### src/rtl/mbx_pkg.sv
package mbx_pkg;

    localparam int WORD_W  = 32;
    localparam int NUM_CLK = 5;

    typedef logic [7:0] code_t;
    localparam code_t RC_PENDING = 8'h00;
    localparam code_t RC_OK      = 8'h01;
    localparam code_t RC_FAIL    = 8'hFF;
    localparam code_t RC_UNKNOWN = 8'hFE;
    localparam code_t RC_PREREQ  = 8'hFD;
    localparam code_t RC_BUSY    = 8'hFC;

    localparam logic [WORD_W-1:0] CMD_VERSION    = 32'h02;
    localparam logic [WORD_W-1:0] CMD_DISP_CLK   = 32'h04;
    localparam logic [WORD_W-1:0] CMD_REF_CLK    = 32'h05;
    localparam logic [WORD_W-1:0] CMD_PIPE_CLK   = 32'h06;
    localparam logic [WORD_W-1:0] CMD_FABRIC_MIN = 32'h07;
    localparam logic [WORD_W-1:0] CMD_SLEEP_MIN  = 32'h08;
    localparam logic [WORD_W-1:0] CMD_FABRIC_GET = 32'h0A;
    localparam logic [WORD_W-1:0] CMD_RESTORE    = 32'h0D;
    localparam logic [WORD_W-1:0] CMD_ADDR_HI    = 32'h0E;
    localparam logic [WORD_W-1:0] CMD_ADDR_LO    = 32'h0F;
    localparam logic [WORD_W-1:0] CMD_TBL_OUT    = 32'h10;
    localparam logic [WORD_W-1:0] CMD_TBL_IN     = 32'h11;
    localparam logic [WORD_W-1:0] CMD_IDLE       = 32'h12;

    // clock slot that the fabric-clock query reports
    localparam int FABRIC_SLOT = int'(CMD_FABRIC_MIN - CMD_DISP_CLK);

    localparam int IDLE_FABRIC_BIT = 0;
    localparam int IDLE_PHY_BIT    = 1;

    typedef enum logic [1:0] {
        SEL_MSG  = 2'd0,
        SEL_ARG  = 2'd1,
        SEL_RESP = 2'd2,
        SEL_NONE = 2'd3
    } reg_sel_e;

    typedef struct packed {
        logic [WORD_W-1:0] id;
        logic [WORD_W-1:0] param;
    } cmd_t;

    typedef struct packed {
        code_t             code;
        logic              ret_en;
        logic [WORD_W-1:0] ret;
    } result_t;

    function automatic logic [WORD_W-1:0] clamp_mhz(
        input logic [WORD_W-1:0] v,
        input logic [WORD_W-1:0] lo,
        input logic [WORD_W-1:0] hi
    );
        if (v < lo)      return lo;
        else if (v > hi) return hi;
        else             return v;
    endfunction

endpackage

### src/rtl/mbx_timer.sv
module mbx_timer #(
    parameter int CYCLES = 8
) (
    input  logic clk,
    input  logic rst,
    input  logic start,
    output logic busy,
    output logic done
);
    localparam int CNT_W = (CYCLES > 1) ? $clog2(CYCLES) : 1;
    localparam logic [CNT_W-1:0] LOAD = CNT_W'(CYCLES - 1);

    logic [CNT_W-1:0] cnt_q;

    assign done = busy && (cnt_q == '0);

    always_ff @(posedge clk) begin
        if (rst) begin
            busy  <= 1'b0;
            cnt_q <= '0;
        end else if (start && !busy) begin
            busy  <= 1'b1;
            cnt_q <= LOAD;
        end else if (done) begin
            busy  <= 1'b0;
        end else if (busy) begin
            cnt_q <= cnt_q - 1'b1;
        end
    end

    assert_count_step_R2: assert property (@(posedge clk) disable iff (rst)
        busy && cnt_q != '0 |=> busy && cnt_q == $past(cnt_q) - 1'b1);

    assert_done_ends_R2: assert property (@(posedge clk) disable iff (rst)
        done |=> !busy);

endmodule

### src/rtl/mbx_exec.sv
module mbx_exec
    import mbx_pkg::*;
#(
    parameter logic [WORD_W-1:0] CLK_MIN_MHZ = 32'd100,
    parameter logic [WORD_W-1:0] CLK_MAX_MHZ = 32'd1200,
    parameter logic [WORD_W-1:0] VERSION     = 32'h0001_0000
) (
    input  logic                      clk,
    input  logic                      rst,
    input  logic                      start,
    input  cmd_t                      cmd_in,
    input  logic                      done,
    output result_t                   res,
    output logic [NUM_CLK*WORD_W-1:0] clk_mhz,
    output logic [2*WORD_W-1:0]       table_addr,
    output logic                      restore_armed,
    output logic                      idle_fabric_off,
    output logic                      idle_phy_off
);
    cmd_t              cmd_q;
    logic [WORD_W-1:0] clk_q [NUM_CLK];
    logic [WORD_W-1:0] granted;
    logic              is_clk;
    logic              hi_ok, lo_ok;
    logic              is_tbl;

    assign is_clk  = (cmd_q.id >= CMD_DISP_CLK) && (cmd_q.id < CMD_DISP_CLK + NUM_CLK);
    assign is_tbl  = (cmd_q.id == CMD_TBL_OUT) || (cmd_q.id == CMD_TBL_IN);
    assign granted = clamp_mhz(cmd_q.param, CLK_MIN_MHZ, CLK_MAX_MHZ);

    always_ff @(posedge clk) begin
        if (rst)        cmd_q <= '0;
        else if (start) cmd_q <= cmd_in;
    end

    for (genvar g = 0; g < NUM_CLK; g++) begin : g_slot
        always_ff @(posedge clk) begin
            if (rst)
                clk_q[g] <= CLK_MIN_MHZ;
            else if (done && cmd_q.id == CMD_DISP_CLK + g && cmd_q.param != '0)
                clk_q[g] <= granted;
        end
        assign clk_mhz[g*WORD_W +: WORD_W] = clk_q[g];
    end

    always_ff @(posedge clk) begin
        if (rst) begin
            table_addr      <= '0;
            hi_ok           <= 1'b0;
            lo_ok           <= 1'b0;
            restore_armed   <= 1'b0;
            idle_fabric_off <= 1'b0;
            idle_phy_off    <= 1'b0;
        end else if (done) begin
            case (cmd_q.id)
                CMD_ADDR_HI: begin
                    table_addr[2*WORD_W-1:WORD_W] <= cmd_q.param;
                    hi_ok <= 1'b1;
                end
                CMD_ADDR_LO: begin
                    table_addr[WORD_W-1:0] <= cmd_q.param;
                    lo_ok <= 1'b1;
                end
                CMD_RESTORE: restore_armed <= 1'b1;
                CMD_IDLE: begin
                    idle_fabric_off <= cmd_q.param[IDLE_FABRIC_BIT];
                    idle_phy_off    <= cmd_q.param[IDLE_PHY_BIT];
                end
                default: ;
            endcase
        end
    end

    always_comb begin
        res = '{code: RC_UNKNOWN, ret_en: 1'b0, ret: '0};
        case (cmd_q.id)
            CMD_VERSION: res = '{code: RC_OK, ret_en: 1'b1, ret: VERSION};
            CMD_DISP_CLK, CMD_REF_CLK, CMD_PIPE_CLK, CMD_FABRIC_MIN, CMD_SLEEP_MIN: begin
                if (cmd_q.param == '0) res = '{code: RC_FAIL, ret_en: 1'b0, ret: '0};
                else                   res = '{code: RC_OK, ret_en: 1'b1, ret: granted};
            end
            CMD_FABRIC_GET: res = '{code: RC_OK, ret_en: 1'b1, ret: clk_q[FABRIC_SLOT]};
            CMD_RESTORE, CMD_ADDR_HI, CMD_ADDR_LO, CMD_IDLE:
                res.code = RC_OK;
            CMD_TBL_OUT, CMD_TBL_IN:
                res.code = (hi_ok && lo_ok) ? RC_OK : RC_PREREQ;
            default: ;
        endcase
    end

    assert_clamp_R4: assert property (@(posedge clk) disable iff (rst)
        done && is_clk && res.code == RC_OK |->
            res.ret_en && res.ret >= CLK_MIN_MHZ && res.ret <= CLK_MAX_MHZ);

    assert_fail_keeps_clocks_R5: assert property (@(posedge clk) disable iff (rst)
        done && is_clk && cmd_q.param == '0 |=> $stable(clk_mhz));

    assert_prereq_R11: assert property (@(posedge clk) disable iff (rst)
        done && is_tbl && res.code == RC_OK |-> hi_ok && lo_ok);

endmodule

### src/rtl/mbx_responder.sv
module mbx_responder
    import mbx_pkg::*;
#(
    parameter int                EXEC_CYCLES = 8,
    parameter logic [WORD_W-1:0] CLK_MIN_MHZ = 32'd100,
    parameter logic [WORD_W-1:0] CLK_MAX_MHZ = 32'd1200,
    parameter logic [WORD_W-1:0] VERSION     = 32'h0001_0000
) (
    input  logic                      clk,
    input  logic                      rst,
    input  logic                      bus_we,
    input  logic [1:0]                bus_addr,
    input  logic [WORD_W-1:0]         bus_wdata,
    output logic [WORD_W-1:0]         bus_rdata,
    output logic [NUM_CLK*WORD_W-1:0] clk_mhz,
    output logic [2*WORD_W-1:0]       table_addr,
    output logic                      restore_armed,
    output logic                      idle_fabric_off,
    output logic                      idle_phy_off
);
    reg_sel_e          sel;
    logic [WORD_W-1:0] msg_q, arg_q;
    code_t             resp_q;
    logic              msg_wr, start, busy, done;
    result_t           res;
    cmd_t              cmd_in;

    assign sel    = reg_sel_e'(bus_addr);
    assign msg_wr = bus_we && (sel == SEL_MSG);
    assign start  = msg_wr && !busy;
    assign cmd_in = '{id: bus_wdata, param: arg_q};

    mbx_timer #(.CYCLES(EXEC_CYCLES)) u_timer (
        .clk   (clk),
        .rst   (rst),
        .start (start),
        .busy  (busy),
        .done  (done)
    );

    mbx_exec #(
        .CLK_MIN_MHZ (CLK_MIN_MHZ),
        .CLK_MAX_MHZ (CLK_MAX_MHZ),
        .VERSION     (VERSION)
    ) u_exec (
        .clk             (clk),
        .rst             (rst),
        .start           (start),
        .cmd_in          (cmd_in),
        .done            (done),
        .res             (res),
        .clk_mhz         (clk_mhz),
        .table_addr      (table_addr),
        .restore_armed   (restore_armed),
        .idle_fabric_off (idle_fabric_off),
        .idle_phy_off    (idle_phy_off)
    );

    always_ff @(posedge clk) begin
        if (rst) begin
            msg_q  <= '0;
            arg_q  <= '0;
            resp_q <= RC_PENDING;
        end else begin
            if (bus_we && sel == SEL_ARG)  arg_q  <= bus_wdata;
            if (bus_we && sel == SEL_RESP) resp_q <= RC_PENDING;
            if (start) begin
                msg_q  <= bus_wdata;
                resp_q <= RC_PENDING;
            end else if (msg_wr && !done) begin
                resp_q <= RC_BUSY;
            end
            // completion outranks every host write in its cycle
            if (done) begin
                resp_q <= res.code;
                if (res.ret_en) arg_q <= res.ret;
            end
        end
    end

    always_comb begin
        case (sel)
            SEL_MSG:  bus_rdata = msg_q;
            SEL_ARG:  bus_rdata = arg_q;
            SEL_RESP: bus_rdata = {{(WORD_W-8){1'b0}}, resp_q};
            default:  bus_rdata = '0;
        endcase
    end

    assert_start_pending_R2: assert property (@(posedge clk) disable iff (rst)
        $rose(busy) |-> resp_q == RC_PENDING);

    assert_busy_reject_R9: assert property (@(posedge clk) disable iff (rst)
        msg_wr && busy && !done |=> resp_q == RC_BUSY && $stable(msg_q));

    assert_completion_wins_R10: assert property (@(posedge clk) disable iff (rst)
        msg_wr && done |=> !busy && resp_q == $past(res.code) && $stable(msg_q));

    assert_unknown_keeps_arg_R8: assert property (@(posedge clk) disable iff (rst)
        done && res.code == RC_UNKNOWN && !(bus_we && sel == SEL_ARG) |=> $stable(arg_q));

endmodule

### config.mk
export PLATFORM = sky130hd
export DESIGN_NAME = mbx_responder
export DESIGN_NICKNAME = d
export VERILOG_FILES = /design/src/rtl/mbx_pkg.sv /design/src/rtl/mbx_timer.sv /design/src/rtl/mbx_exec.sv /design/src/rtl/mbx_responder.sv
export SDC_FILE = /design/constraint.sdc
export NUM_CORES = 1
export LEC_CHECK = 0
export ABC_AREA = 1
export BUFFER_PORTS_ARGS = -buffer_cell sky130_fd_sc_hd__buf_2
export CORE_MARGIN = 10
export CORE_UTILIZATION = 58
export CTS_CLUSTER_SIZE = 40
export DETAILED_ROUTE_END_ITERATION = 16
export PLACE_DENSITY = 0.82
export SLEW_MARGIN = 5
export SYNTH_ARGS = -nofsm -noshare
export SYNTH_HDL_FRONTEND = slang
export SYNTH_SLANG_ARGS = --single-unit
### constraint.sdc
create_clock -name clk -period 7.76 [get_ports clk]
set_input_delay 0.388 -clock clk [delete_from_list [all_inputs] [get_ports clk]]
set_output_delay 0.388 -clock clk [all_outputs]
set_load 0.05 [all_outputs]
After elaboration in Yosys (flattened, before gate mapping):

Memories as Yosys holds them, arrays and structs flattened.
Cells that the tools add are included.

* register bits: 177
* memory bits (writable): 160
* input bits: 37
* output and inout bits: 259
* word-level logic and storage cells: 114
* memories: 1

* add/subtract/negate cells: 1
* magnitude comparators: 2
* equality and inequality tests: 16
* multiplexer cells: 41
* bitwise logic cells: 5
* reduce and logical (&&, ||, !) cells: 35

Memories
* u_exec.clk_q: depth 5, width 32, rd ports 5, clocked after memory_dff 0, wr ports 5, line mbx_exec.sv:21 `logic [WORD_W-1:0] clk_q [NUM_CLK];`

Operator list (number)
* 32-bit two-way mux: 10
* 32-bit by 4-bit equality test with 1-bit output, second input constant: 5
* 32-bit by 3-bit equality test with 1-bit output, second input constant: 4
* 33-bit case mux with 3 select lines: 1
* 32-bit by 5-bit equality test with 1-bit output, second input constant: 3
* 32-bit case mux with 3 select lines: 1
* 41-bit two-way mux: 1
* 8-bit two-way mux: 5
* 32-bit by 2-bit equality test with 1-bit output, second input constant: 1
* 32-bit by 11-bit greater-than comparator with 1-bit output, second input constant: 1
* 32-bit zero test: 1
* 32-bit by 7-bit less-than comparator with 1-bit output, second input constant: 1
* 32-bit nonzero test: 1
* 8-bit case mux with 3 select lines: 1
* 1-bit two-way mux: 19
* 1-bit logical AND: 18
* 2-bit AND reduction: 5
* 3-bit two-way mux: 3
* 6-bit OR reduction: 1
* 1-bit bitwise OR: 5
* 5-bit OR reduction: 1
* 2-bit nonzero test: 2
* 4-bit nonzero test: 1
* 3-bit zero test: 1
* other kinds (7): 8

Depth between registers and ports, before layout:

* depth after elaboration: 8
* depth in mapped cells: 14
* mapped depth without buffers: 13

Cells and area by module:

Synthesis repeated with hierarchy kept, for this count alone.

* cells, all modules: 1774
* area, all modules: 14996.9 sq um

By module, submodules not included
* mbx_exec: times used 1, cells an instance 1116, area each 10968.0 sq um, seq. area each 7467.2 sq um
* mbx_responder: times used 1, cells an instance 624, area each 3777.4 sq um, seq. area each 1441.4 sq um
* mbx_timer: times used 1, cells an instance 34, area each 251.5 sq um, seq. area each 80.1 sq um

Worst setup path after synthesis:

Ideal clock, no wire load.

* kind: register -> register
* from: register u_timer.cnt_q[0]
* to: memory u_exec.clk_q[3][0] (enable)
* setup time: 0.470 ns
* arrival time: 3.474 ns
* slack: 3.816 ns
* cell stages (with the launch flop): 7
* period minus slack after synthesis: 3.944 ns
* cell sequence: dfxtp_1 -> inv_1 -> ha_1 -> inv_1 -> nor3_4 -> nand2_1 -> o31ai_1

RTL lines
* from (decl): line mbx_timer.sv:13 `logic [CNT_W-1:0] cnt_q;`
* from (signal assigned): line mbx_timer.sv:27 `cnt_q <= cnt_q - 1'b1;`
* to (decl): line mbx_exec.sv:21

==> summary.md <==
| Metric | Value |
|---|---|
| Setup repair after global routing missed its margin | no |
| P&R area growth vs syn | 24.3% |
| CP Class | reg2reg |
| Setup-failing EPs final | 0 |
| LEAKAGE | approximately 7.0 nW |
| Post-route ant nets | 0 |
| Routed WL | between 30000 and 40000 microns |
| Crit path launch type | flip-flop |
| Worst-path clk slew | 70 ps |
| Pwr Density | roughly 250 nW/um^2 |
| Max_slew headroom | 0.211 |
| Root Buffer | clkbuf_16 |
| Cell Count, Final, Fillers Out | ~2000 |
| Hold depth | 3 |
| Placed wire-length estimate | between 20000 and 30000 microns |
| Post-synthesis sequential area ratio | 0.641 |
| GRT Total Usage | 0.240 |
| Max FO, Critical Path | 32 |
| Pins Over Slew Limit | 0 |
| Gr busiest metal | met2 |
| Post-synth top area cell | edfxtp_1 |
| Synth warn | 0 |
| H-tree Lvls | 2 |
| # resized after CTS | 0 |
| Post-Syn Instances | around 1300 |
| Drt via density | around 5.3 |
| DP Cell Count | 1932 |
| Post-route clock skew | 23.9 ps |
| Routed WL per cell | between 15 and 20 microns |
| Fillcell total | 1595 |
| Final core occ | 0.733 |
| CTS tree | done |
| Synth top area cells | edfxtp_1, dfxtp_1, o21ai_0, a21oi_1, nand2_1 |
| CP arrival | ~3100 ps |
| Peak VDD IR | between 0.15 and 0.2 mV |
| CORE AREA | 21800 sq um |
| Synth top area share | 0.374 |
| Vias in the first global route | between 10000 and 15000 |
| IO Port Bufs | roughly 300 |
| Multi-input gate area | around 4300 sq um |
| Drt first pass iters | 5 |
| Clk_lat worst skew | roughly 510 ps |
| Bufs on Longest Clock Path | 3 |
| Post-route DRC | 0 |
| Routed via count | around 11000 |
| Largest net degree at the start of global routing | 130 |
| FP Rows | 54 |
| Hold Buf Count CTS | 0 |
| Starting Density | 0.589 |
| Tightest Pin Transition | between 1000 and 1500 ps |
| GPL Wtd Cong | between 0.9 and 1 |
| Status | finished, final reports clean |
| Layout cells sized above 1 | 0.236 |
| Fraction of registers with async set/reset | 0 |
| Ports | roughly 300 |
| Period utilisation layout | 0.384 |
| Layout Nets | 1728 |
| Setup TNS | 0 ps |
| Max-Cap Viols | 0 |
| FF+latch count, synth | ~330 |
| Post-CTS setup buffers | 0 |
| DRT iter0 DRCs | between 1000 and 1500 |
| Synthesized area | between 10000 and 15000 sq um |
| Grt met1 use | 0.306 |
| Mapped Avg Cell Area | 9.79 sq um |
| Initial antenna violation count | 1 |
| Unique masters post-synth | 38 |
| GR Util met2 | 0.383 |
| Die Area | around 29000 sq um |
| Period minus WS final | about 3000 ps |
| Main synth FF type | dfxtp_1 |
| Setup crit end kind | flip-flop |
| Worst Hold Class | in2reg |
| Crit path required time | a little under 8000 ps |
| Post-synth EDFFs | 160 |
| Endpoints failing hold | 0 |
| Reg2reg path depth | 7 |
| Die X | around 170 microns |
| Global-route wire length before repair | 55100 microns |
| Max Clock Freq | 336 MHz |
| Met3 Track Usage GR | 0.0586 |
| Chip height | between 150 and 200 microns |
| Overflow after GRT | 0 |
| Hold WS | around 170 ps |
| Cts bufs inserted | 35 |
| Storage element area | slightly above 8000 sq um |
| CTS sink cnt | approximately 330 |
## synth_stat cells, types with 3 or more instances
master and number:
nor2_2 3, mux2_2 28, nor3_1 11, a21oi_1 148, nand3_1 48, nand4_1 9, inv_1 109, o211ai_1 10
a31oi_1 3, edfxtp_1 160, dfxtp_1 172, clkbuf_1 43, mux2i_1 4, buf_1 3, nor2_1 158, buf_2 20
o21ai_0 160, inv_2 3, nand2_1 196
## state kept, by name (all words and copies together), names as in the netlist
name and flops:
u_exec.clk_q 160, u_exec.cmd_q 64, u_exec.table_addr 64, arg_q 32
resp_q 3, u_timer.cnt_q 3, u_exec.hi_ok 1, u_exec.idle_fabric_off 1
u_exec.idle_phy_off 1, u_exec.lo_ok 1, u_exec.restore_armed 1, u_timer.busy 1
## layout make-up
cell class	instances	share of cell area
sequential	332	0.516
inverter	114	0.0269
multi-input combinational	904	0.270
clock inverter	14	0.00986
clock buffer	47	0.0595
timing repair buffer	302	0.0956
tap	280	0.0219
antenna	1	0.000156
## metal layers
layer	vias to the layer above	wire length, microns
li1	5089	-
met1	4941	14400
met2	520	17100
met3	92	3430
met4	0	1320
met5	-	0
## cells in the final DEF (no fill, tap or decap), types with 4 or more instances in the layout
cell type  count
a21oi_1      148
edfxtp_1     160
nand2_1      195
buf_4          7
o21ai_0      158
nand4_1        9
mux2_2        28
nand3_1       48
buf_2        295
dfxtp_1      172
clkinv_2       6
nor3_1        11
clkbuf_16     35
mux2i_1        4
inv_1        109
o211ai_1      10
nor2_1       158
clkbuf_1       9
conb_1       105
## critical path, cell delays in order, from the launching register on
cell and delay, ps:
dfxtp_1 310, nor2_1 140, nand4_1 200, nor2_2 430
nand2_1 420, nand2_1 400, nor3_1 110, or2_2 590
## cells by family after synthesis
kind of cell,synth area share
buffers and inverters,0.0559
multiplexers,0.0276
AND/OR/NAND/NOR,0.143
adder cells (fa/ha/maj),0.00195
AO/OA/AOI/OAI,0.130
flip-flops,0.641
other,0.000292
## worst paths after layout
kind,startpoint,end,slack [ps]
setup reg to reg,u_exec.cmd_q[18],u_exec.clk_q[2][24],4780
hold reg to reg,u_exec.cmd_q[41],u_exec.cmd_q[41],460
hold / removal,bus_wdata[4],u_exec.cmd_q[36],170
setup / recovery,u_exec.cmd_q[18],u_exec.clk_q[2][24],4780
## metrics by stage
stage	total power, mW	area, sq um	setup WS [ps]
global placement	2.41	14900	4890
detailed placement	2.42	14900	4750
floorplan	2.30	13300	3820
CTS	4.02	16000	4860
finish	4.01	16000	4780
global route	4.13	16000	4660
## report_power, final
part	switching [mW]	internal, mW
combinational	0.362	0.0909
clock	0.661	0.964
sequential	0.0309	1.91
Note: power is estimated with default switching activity, not from simulation.
